==> src/rtl/adc_rd_pkg.sv <==
package adc_rd_pkg;
    typedef enum logic [2:0] {
        ST_IDLE,
        ST_SETUP,
        ST_CLK,
        ST_HOLD,
        ST_GAP
    } rd_state_e;
endpackage

==> src/rtl/adc_rd_tick.sv <==
module adc_rd_tick #(
    parameter int W = 8
) (
    input  logic         clk,
    input  logic         rst_n,
    input  logic         en_i,
    input  logic [W-1:0] limit_i,
    output logic         tick_o
);
    logic [W-1:0] cnt_d, cnt_q;

    assign tick_o = en_i && (cnt_q == limit_i);

    always_comb begin
        cnt_d = cnt_q;
        if (!en_i || tick_o) cnt_d = '0;
        else                 cnt_d = cnt_q + W'(1);
    end

    always_ff @(posedge clk or negedge rst_n) begin
        if (!rst_n) cnt_q <= '0;
        else        cnt_q <= cnt_d;
    end
endmodule

==> src/rtl/adc_rd_shift.sv <==
module adc_rd_shift #(
    parameter int N = 16
) (
    input  logic         clk,
    input  logic         rst_n,
    input  logic         clear_i,
    input  logic         sample_i,
    input  logic         bit_i,
    output logic [N-1:0] word_o
);
    logic [N-1:0] word_d, word_q;

    assign word_o = word_q;

    always_comb begin
        word_d = word_q;
        if (clear_i)       word_d = '0;
        else if (sample_i) word_d = {word_q[N-2:0], bit_i};
    end

    always_ff @(posedge clk or negedge rst_n) begin
        if (!rst_n) word_q <= '0;
        else        word_q <= word_d;
    end
endmodule

==> src/rtl/adc_frame_reader.sv <==
module adc_frame_reader
    import adc_rd_pkg::*;
#(
    parameter int DIV_W     = 8,
    parameter int GAP_W     = 4,
    parameter int LEAD_BITS = 6,
    parameter int DATA_BITS = 16
) (
    input  logic                 clk,
    input  logic                 rst_n,
    input  logic                 start_i,
    input  logic [DIV_W-1:0]     half_div_i,
    input  logic [GAP_W-1:0]     gap_i,
    input  logic                 miso_i,
    output logic                 sclk_o,
    output logic                 cs_n_o,
    output logic [DATA_BITS-1:0] data_o,
    output logic                 done_o
);
    localparam int TOTAL  = LEAD_BITS + DATA_BITS;
    localparam int EDGES  = 2 * TOTAL;
    localparam int EDGE_W = $clog2(EDGES + 1);

    typedef struct packed {
        rd_state_e            st;
        logic                 sclk;
        logic                 cs_n;
        logic [EDGE_W-1:0]    edge_n;
        logic [GAP_W-1:0]     gcnt;
        logic                 done;
        logic [DATA_BITS-1:0] dout;
    } ctl_t;

    localparam ctl_t C_RST = '{st: ST_IDLE, sclk: 1'b0, cs_n: 1'b1,
                               edge_n: '0, gcnt: '0, done: 1'b0, dout: '0};

    ctl_t c_d, c_q;
    logic tick;
    logic tick_en;
    logic take_bit;
    logic accept;
    logic [DATA_BITS-1:0] word;

    assign tick_en = (c_q.st == ST_SETUP) || (c_q.st == ST_CLK) || (c_q.st == ST_HOLD);
    assign accept  = (c_q.st == ST_IDLE) && start_i;
    // Rising edge about to be issued, past the lead (sampling) clocks
    assign take_bit = tick && !c_q.sclk
                      && ((c_q.st == ST_SETUP) || (c_q.st == ST_CLK))
                      && ((c_q.edge_n >> 1) >= EDGE_W'(LEAD_BITS));

    adc_rd_tick #(.W(DIV_W)) u_tick (
        .clk     (clk),
        .rst_n   (rst_n),
        .en_i    (tick_en),
        .limit_i (half_div_i),
        .tick_o  (tick)
    );

    adc_rd_shift #(.N(DATA_BITS)) u_shift (
        .clk      (clk),
        .rst_n    (rst_n),
        .clear_i  (accept),
        .sample_i (take_bit),
        .bit_i    (miso_i),
        .word_o   (word)
    );

    always_comb begin
        c_d      = c_q;
        c_d.done = 1'b0;
        unique case (c_q.st)
            ST_IDLE: begin
                if (start_i) begin
                    c_d.st     = ST_SETUP;
                    c_d.cs_n   = 1'b0;
                    c_d.edge_n = '0;
                end
            end
            ST_SETUP: begin
                if (tick) begin
                    c_d.st     = ST_CLK;
                    c_d.sclk   = 1'b1;
                    c_d.edge_n = EDGE_W'(1);
                end
            end
            ST_CLK: begin
                if (tick) begin
                    c_d.sclk   = ~c_q.sclk;
                    c_d.edge_n = c_q.edge_n + EDGE_W'(1);
                    if (c_q.edge_n == EDGE_W'(EDGES - 1)) c_d.st = ST_HOLD;
                end
            end
            ST_HOLD: begin
                if (tick) begin
                    c_d.st   = ST_GAP;
                    c_d.cs_n = 1'b1;
                    c_d.done = 1'b1;
                    c_d.dout = word;
                    c_d.gcnt = '0;
                end
            end
            ST_GAP: begin
                if (c_q.gcnt == gap_i) c_d.st = ST_IDLE;
                else                   c_d.gcnt = c_q.gcnt + GAP_W'(1);
            end
            default: c_d.st = ST_IDLE;
        endcase
    end

    always_ff @(posedge clk or negedge rst_n) begin
        if (!rst_n) c_q <= C_RST;
        else        c_q <= c_d;
    end

    assign sclk_o = c_q.sclk;
    assign cs_n_o = c_q.cs_n;
    assign data_o = c_q.dout;
    assign done_o = c_q.done;
endmodule

==> config.mk <==
export PLATFORM = sky130hd
export DESIGN_NAME = adc_frame_reader
export DESIGN_NICKNAME = d
export VERILOG_FILES = /design/src/rtl/adc_rd_pkg.sv /design/src/rtl/adc_rd_tick.sv /design/src/rtl/adc_rd_shift.sv /design/src/rtl/adc_frame_reader.sv
export SDC_FILE = /design/constraint.sdc
export NUM_CORES = 1
export LEC_CHECK = 0
export ABC_AREA = 1
export BUFFER_PORTS_ARGS = -buffer_cell sky130_fd_sc_hd__clkbuf_2
export CAP_MARGIN = 20
export CORE_UTILIZATION = 53
export CTS_CLUSTER_DIAMETER = 50
export DETAILED_ROUTE_END_ITERATION = 6
export GPL_TIMING_DRIVEN = 0
export HOLD_SLACK_MARGIN = 0.08
export PLACE_DENSITY = 0.76
export SYNTH_ARGS = -nofsm -noshare
export SYNTH_HDL_FRONTEND = slang
export SYNTH_SLANG_ARGS = --single-unit
==> constraint.sdc <==
create_clock -name clk -period 1.4 [get_ports clk]
set_clock_uncertainty 0.15 [all_clocks]
set_input_delay 0.21 -clock clk [delete_from_list [all_inputs] [get_ports clk]]
set_output_delay 0.21 -clock clk [all_outputs]
set_load 0.005 [all_outputs]
; ---- After elaboration in Yosys (flattened, before gate mapping)
; Index checks and enable logic that the tools add are counted.
[classes]
muxes = 21
n_reduce_logical = 22
add_sub_neg = 3
multipliers = 0
div_mod_pow = 0
n_eq_ne = 14
bitwise = 1
n_shift = 0
order_cmp = 1
[ops]
columns = op, n
row1 = two-way mux 16 bit, 2
row2 = two-way mux 21 bit, 1
row3 = one-hot mux 6 bit (3 select lines), 1
row4 = two-way mux 17 bit, 1
row5 = one-hot mux 3 bit (5 select lines), 1
row6 = two-way mux 3 bit, 4
row7 = two-way mux 4 bit, 3
row8 = two-way mux 6 bit, 2
row9 = "!= test 2 bit, second input constant", 6
row10 = AND reduction 3 bit, 3
row11 = "adder 8 x 1 -> 8 bit, second input constant", 1
row12 = == test 8 bit, 1
row13 = two-way mux 8 bit, 1
row14 = one-hot mux 4 bit (2 select lines), 1
row15 = nonzero test 2 bit, 4
row16 = two-way mux 7 bit, 1
row17 = "adder 6 x 1 -> 6 bit, second input constant", 1
row18 = "== test 3 x 2 -> 1 bit, second input constant", 2
row19 = "== test 6 bit, second input constant", 1
row20 = AND reduction 6 bit, 1
row21 = ">= comparator 5 x 3 -> 1 bit, second input constant", 1
row22 = logical AND 1 bit, 5
row23 = "adder 4 x 1 -> 4 bit, second input constant", 1
row24 = == test 4 bit, 1
row25 = 12 further kinds, 16
[word_totals]
inputBits = 16
register_bits = 56
rom_bits = 0
ramBits = 0
word_cells = 71
output_inout_bits = 19
mem_count = 0
latch_bits = 0

; ---- Depth between registers and ports, before layout
[logic_depth]
depth_word = 9
depth_mapped = 12
mapped_depth_nobuf = 12

; ---- Cells and area by module
; Synthesis repeated with hierarchy kept, for this count alone.
[unflattened]
cells_unflattened = 366
hier_area_um2 = 2896.5
[modules_own_cells]
columns = module, seq_area_each_um2, n_inst, area_each_um2, cells_each
row1 = adc_frame_reader, 802.0, 1, 1731.7, 225
row2 = adc_rd_shift, 400.4, 1, 650.6, 70
row3 = adc_rd_tick, 200.2, 1, 514.2, 71

; ---- Least setup slack after synthesis
; Ideal clock, no wire load.
[synth_path]
path_type = flip-flop to flip-flop
from = reg c_q[29] (netlist name)
to = reg u_shift.word_q[10], in the netlist u_shift.word_o[10]
path_stages_with_launch = 10
required_ns = 1.131
slack_ns = -0.187
synth_period_minus_slack_ns = 1.587
setup_time_ns = 0.119
path_buffers = 1
arrival_time_ns = 1.318
path_cell_list = dfrtp_1 > inv_1 > nand2_1 > nor2_1 > inv_1 > nor2_1 > clkinv_1 > buf_2 > nand3_1 > o21ai_2
[synth_between]
elab_chain_len = 8
word_cells_on_any_way = 13
classes_between = eq/ne (3) / mux (1) / reduce/logical (9)
[synth_rtl]
columns = element, line_no
row1 = start: declaration, adc_frame_reader.sv:37  ; ctl_t c_d, c_q;
row2 = start signal: assignment, adc_frame_reader.sv:111  ; if (!rst_n) c_q <= C_RST;
row3 = start signal: assignment, adc_frame_reader.sv:112  ; else c_q <= c_d;
row4 = == test 3 x 1 -> 1 bit / == test 3 x 2 -> 1 bit (equally long branches), "adc_frame_reader.sv:44, adc_frame_reader.sv:48"
row5 = logical OR 1 bit, "adc_frame_reader.sv:44, adc_frame_reader.sv:48"
row6 = logical OR 1 bit, adc_frame_reader.sv:44  ; assign tick_en = (c_q.st == ST_SETUP) || (c_q.st == ST_CLK) || (c_q.st == ST_HOLD);
row7 = logical AND 1 bit, adc_rd_tick.sv:12  ; assign tick_o = en_i && (cnt_q == limit_i);
row8 = logical AND 1 bit, adc_frame_reader.sv:47  ; assign take_bit = tick && !c_q.sclk
row9 = logical AND 1 bit, adc_frame_reader.sv:48  ; && ((c_q.st == ST_SETUP) || (c_q.st == ST_CLK))
row10 = logical AND 1 bit, adc_frame_reader.sv:49  ; && ((c_q.edge_n >> 1) >= EDGE_W'(LEAD_BITS));
row11 = nonzero test 2 bit (no source line), n/a
row12 = end signal: assignment, adc_rd_shift.sv:23  ; else word_q <= word_d;
row13 = end: declaration, adc_rd_shift.sv:11  ; logic [N-1:0] word_d, word_q;
; Parallel ways exist; a longest one is shown, timed or not.
; A chain may end at the register's enable or synchronous reset.

; ---- Final worst setup path
[layout_path]
from = reg u_tick.cnt_q[2]
to = reg c_q (netlist bit data_o[12])
[layout_between]
elab_chain_len = 3
[layout_rtl]
columns = element, line_no
row1 = start: declaration, adc_rd_tick.sv:10  ; logic [W-1:0] cnt_d, cnt_q;
row2 = start signal: assignment, adc_rd_tick.sv:22  ; else cnt_q <= cnt_d;
row3 = == test 8 bit, adc_rd_tick.sv:12
row4 = logical AND 1 bit, adc_rd_tick.sv:12
row5 = AND reduction 2 bit (no source line), n/a
; Every way passes these cells.

==> run metrics <==
Internal Dissipation=0.002862 W; core area=5540 sq um; placed insts=475; PortBufs=34; post-route cell area=4130 sq um; number of enable flip-flop cells after synthesis=0; Fin. Hold Viols=0; Warnings, synthesis=0; power consumption=0.004843 W; Starting Density=55.35%; ant diodes=0; worst vdd ir=0.8123 mV; predominant post-synthesis flop cell=dfrtp_1; Post-Layout Cell Count=517; final net count=463; Detailed Routing Iterations Pass 1=6; drt via density=5.184; vias in the first global route=2514; TritonCTS Buffers=5; Post-route DRC=0; Rel. slew slack=48.27%; aggregate global-route resource usage=22.63%; minimum clock period=1.832 ns; CP Data Required Time=1.45 ns; vias post-DR=2680; critical-path cell list=inv_2 > nand2_2 > nand2_2 > nor2_2 > nand2_2 > nor2_4 > buf_12 > nand2_8 > clkbuf_16 > nand2_4 > o21ai_2; die height=78.07 microns; Hold WC Path Type=in2reg; FP Rows=27; WL/cell=14.49 microns; Worst EP arrival=1.89 ns; Setup TNS Final=-19.90 ns; Worst path slowest cell=dfrtp_1; CTS tree=done; CP max FO=5; Worst path top cell family by delay=simple AND/OR/NAND/NOR gates; Final Max Tran Viols=0; Yosys reg bits=56; Remaining Overflow, GRT=0; sequential share of the synthesized area=45.74%; Final setup viols=56; ratio of cells with drive above 1 in the final layout=48.31%; slowest stage delay, CP=0.44 ns; f_max=545.9 MHz; starting DRC count in detailed routing=112; RSZ-0062 raised after global routing=true; clk slew on worst S/H paths=0.11 ns; die area=6094 sq um; mapped cell area=3067 sq um; largest net degree at the start of global routing=57; Distinct cells, synth=30; Worst path most repeated cell=nand2_2; kind of critical path=reg2reg; slew of the pin with the lowest slew margin=0.7759 ns; switching share of power=40.91%; Pleak=2.040 nW; Area Overhead vs Synth=34.68%; Buf/Inv on CP=3; Placer Congestion=0.7972; HPWL Detailed=3.980 mm; outcome=finished with violations; violated checks=negative setup slack; initial antenna violation count=0; Routed WL=7.491 mm; power per cell area=1173 nW/um^2; Clk Tree Root Cell=clkbuf_8; first-pass GRT wire length=10.92 mm; Clock power frac=18.6%; worst setup margin=-0.4317 ns; worst-skew pair later-pin latency=0.31 ns; syn nets=388; Longest Clk Path Bufs=2; Placed Area=3363 sq um; Max-cap violations=0; # clock sinks=56; CP startpoint kind=flip-flop; post-route ant nets=0; sequential share of power=40.6%; Layout fillers=373; asr flop ratio synth=100.0%; crit end category=flip-flop; Comb pwr share=40.9%; Die Wd=78.07 microns; Avg Cell Area, Syn=8.311 sq um; Gate Count Post-Synth=369; switching power=0.001982 W; final worst-path cycle share=130.8%; htree depth=2; r2r setup slk=-0.43 ns; Top Ports=35
==> cells in the mapped netlist, types with 6 or more instances <==
cell / n / area share [%]
nand2_1: 104 / 13
dfrtp_1: 55 / 45
inv_1: 52 / 6.4
nor2_1: 31 / 3.8
o21ai_2: 31 / 8.9
nand3_1: 20 / 3.3
buf_4: 16 / 3.9
xor2_1: 8 / 2.3
buf_6: 6 / 2.2
o21ai_0: 6 / 0.98
==> what timing repair did <==
action                                 in CTS  in global routing
buffers inserted                           21                  9
setup endpoints to repair                  56                 56
hold buffers                                2                  0
endpoints found under the hold margin      56                  0
gates cloned                                1                  3
gates resized for setup                    42                 59
pin swaps                                  15                 24
==> worst reg2reg max path: cells and delay by family (launching register included) <==
kind	cells	cell delay (ns)
flip-flops	1	0.44
AO/OA/AOI/OAI	1	0.05
AND/OR/NAND/NOR	7	0.69
buffers and inverters	3	0.41
==> metal layers <==
| metal | track usage (%) | share of wire (%) |
|---|---|---|
| met5 | 0 | 0 |
| met4 | 8.519 | 4.4 |
| met3 | 4.535 | 3.3 |
| met2 | 39.56 | 51 |
| met1 | 27.55 | 42 |
==> cells by family (layout without fill, tap and decap cells) <==
logic type / after synthesis / after routing / share of synthesized area (%)
simple gates: 176 / 177 / 25.75
fa+ha+maj: 3 / 3 / 1.224
buf+inv: 80 / 155 / 13.26
flops: 56 / 56 / 45.74
xor+xnor: 10 / 10 / 2.856
compound gates: 44 / 44 / 11.18
==> registers in the layout, indices dropped and copies added (netlist names) <==
signal / flops
u_tick.cnt_q: 8
done_o: 1
cs_n_o: 1
sclk_o: 1
c_q: 13
u_shift.word_o: 16
data_o: 16
==> cell type report <==
type                    count  area [sq um]  area share (%)
multi-input cells         234          1607           38.90
flip-flops and latches     56          1405           34.02
repair buffers             67         499.2           12.09
plain buffers              23         225.2           5.453
inverters                  57         215.2           5.211
well taps                  72         90.09           2.181
clock buffers               6         72.57           1.757
clock inverters             2         16.27          0.3938
==> per-stage QoR <==
| step | utilization, % | worst slack, ns | hold WS, ns |
|---|---|---|---|
| final | 74.55 | -0.4317 | 0.2681 |
| after global routing | 74.55 | -0.5555 | 0.3134 |
| after CTS | 68.07 | -0.2918 | 0.2521 |
| after detailed placement | 60.70 | -0.3721 | 0.2152 |
| after global placement | 60.66 | -0.3564 | 0.3102 |
| after floorplan | - | -0.1225 | -0.2356 |
==> power by group through the flow <==
stage / logic (W) / clock network [W] / registers (W)
6_report: 0.00198 / 0.000899 / 0.00197
5_1_grt: 0.00215 / 0.000961 / 0.00198
4_1_cts: 0.00161 / 0.000902 / 0.00193
3_5_place_dp: 0.00122 / 0 / 0.00195
3_3_place_gp: 0.00118 / 0 / 0.00195
2_1_floorplan: 0.000939 / 0 / 0.00192
==> final timing paths <==
| kind | startpoint | endpoint | depth (start not counted) |
|---|---|---|---|
| max in group asynchronous | rst_n | u_tick.cnt_q[1]$_DFF_PN0_ | 2 |
| worst max register to register | u_tick.cnt_q[2]$_DFF_PN0_ | data_o[12]$_DFFE_PN0P_ | 11 |
| min in group asynchronous | rst_n | c_q[26]$_DFFE_PN0P_ | 2 |
| worst max-delay path | u_tick.cnt_q[2]$_DFF_PN0_ | data_o[12]$_DFFE_PN0P_ | 11 |
| worst min register to register | data_o[10]$_DFFE_PN0P_ | data_o[10]$_DFFE_PN0P_ | 2 |
| worst min-delay path | gap_i[0] | c_q[19]$_DFFE_PN0P_ | 6 |
==> placed cells by master, fill, tap and decap left out, drive strengths merged <==
cell / instances
o31ai: 1
nor2: 33
o21ai: 38
clkinvlp: 1
nand3: 25
clkbuf: 42
ha: 3
xnor2: 2
nand4: 2
inv: 55
dfstp: 1
nor3b: 4
nand2: 108
a21oi: 5
buf: 52
dfrtp: 55
dlygate4sd3: 2
clkinv: 3
nor3: 5
xor2: 8
(Power assumes the default switching activity.)
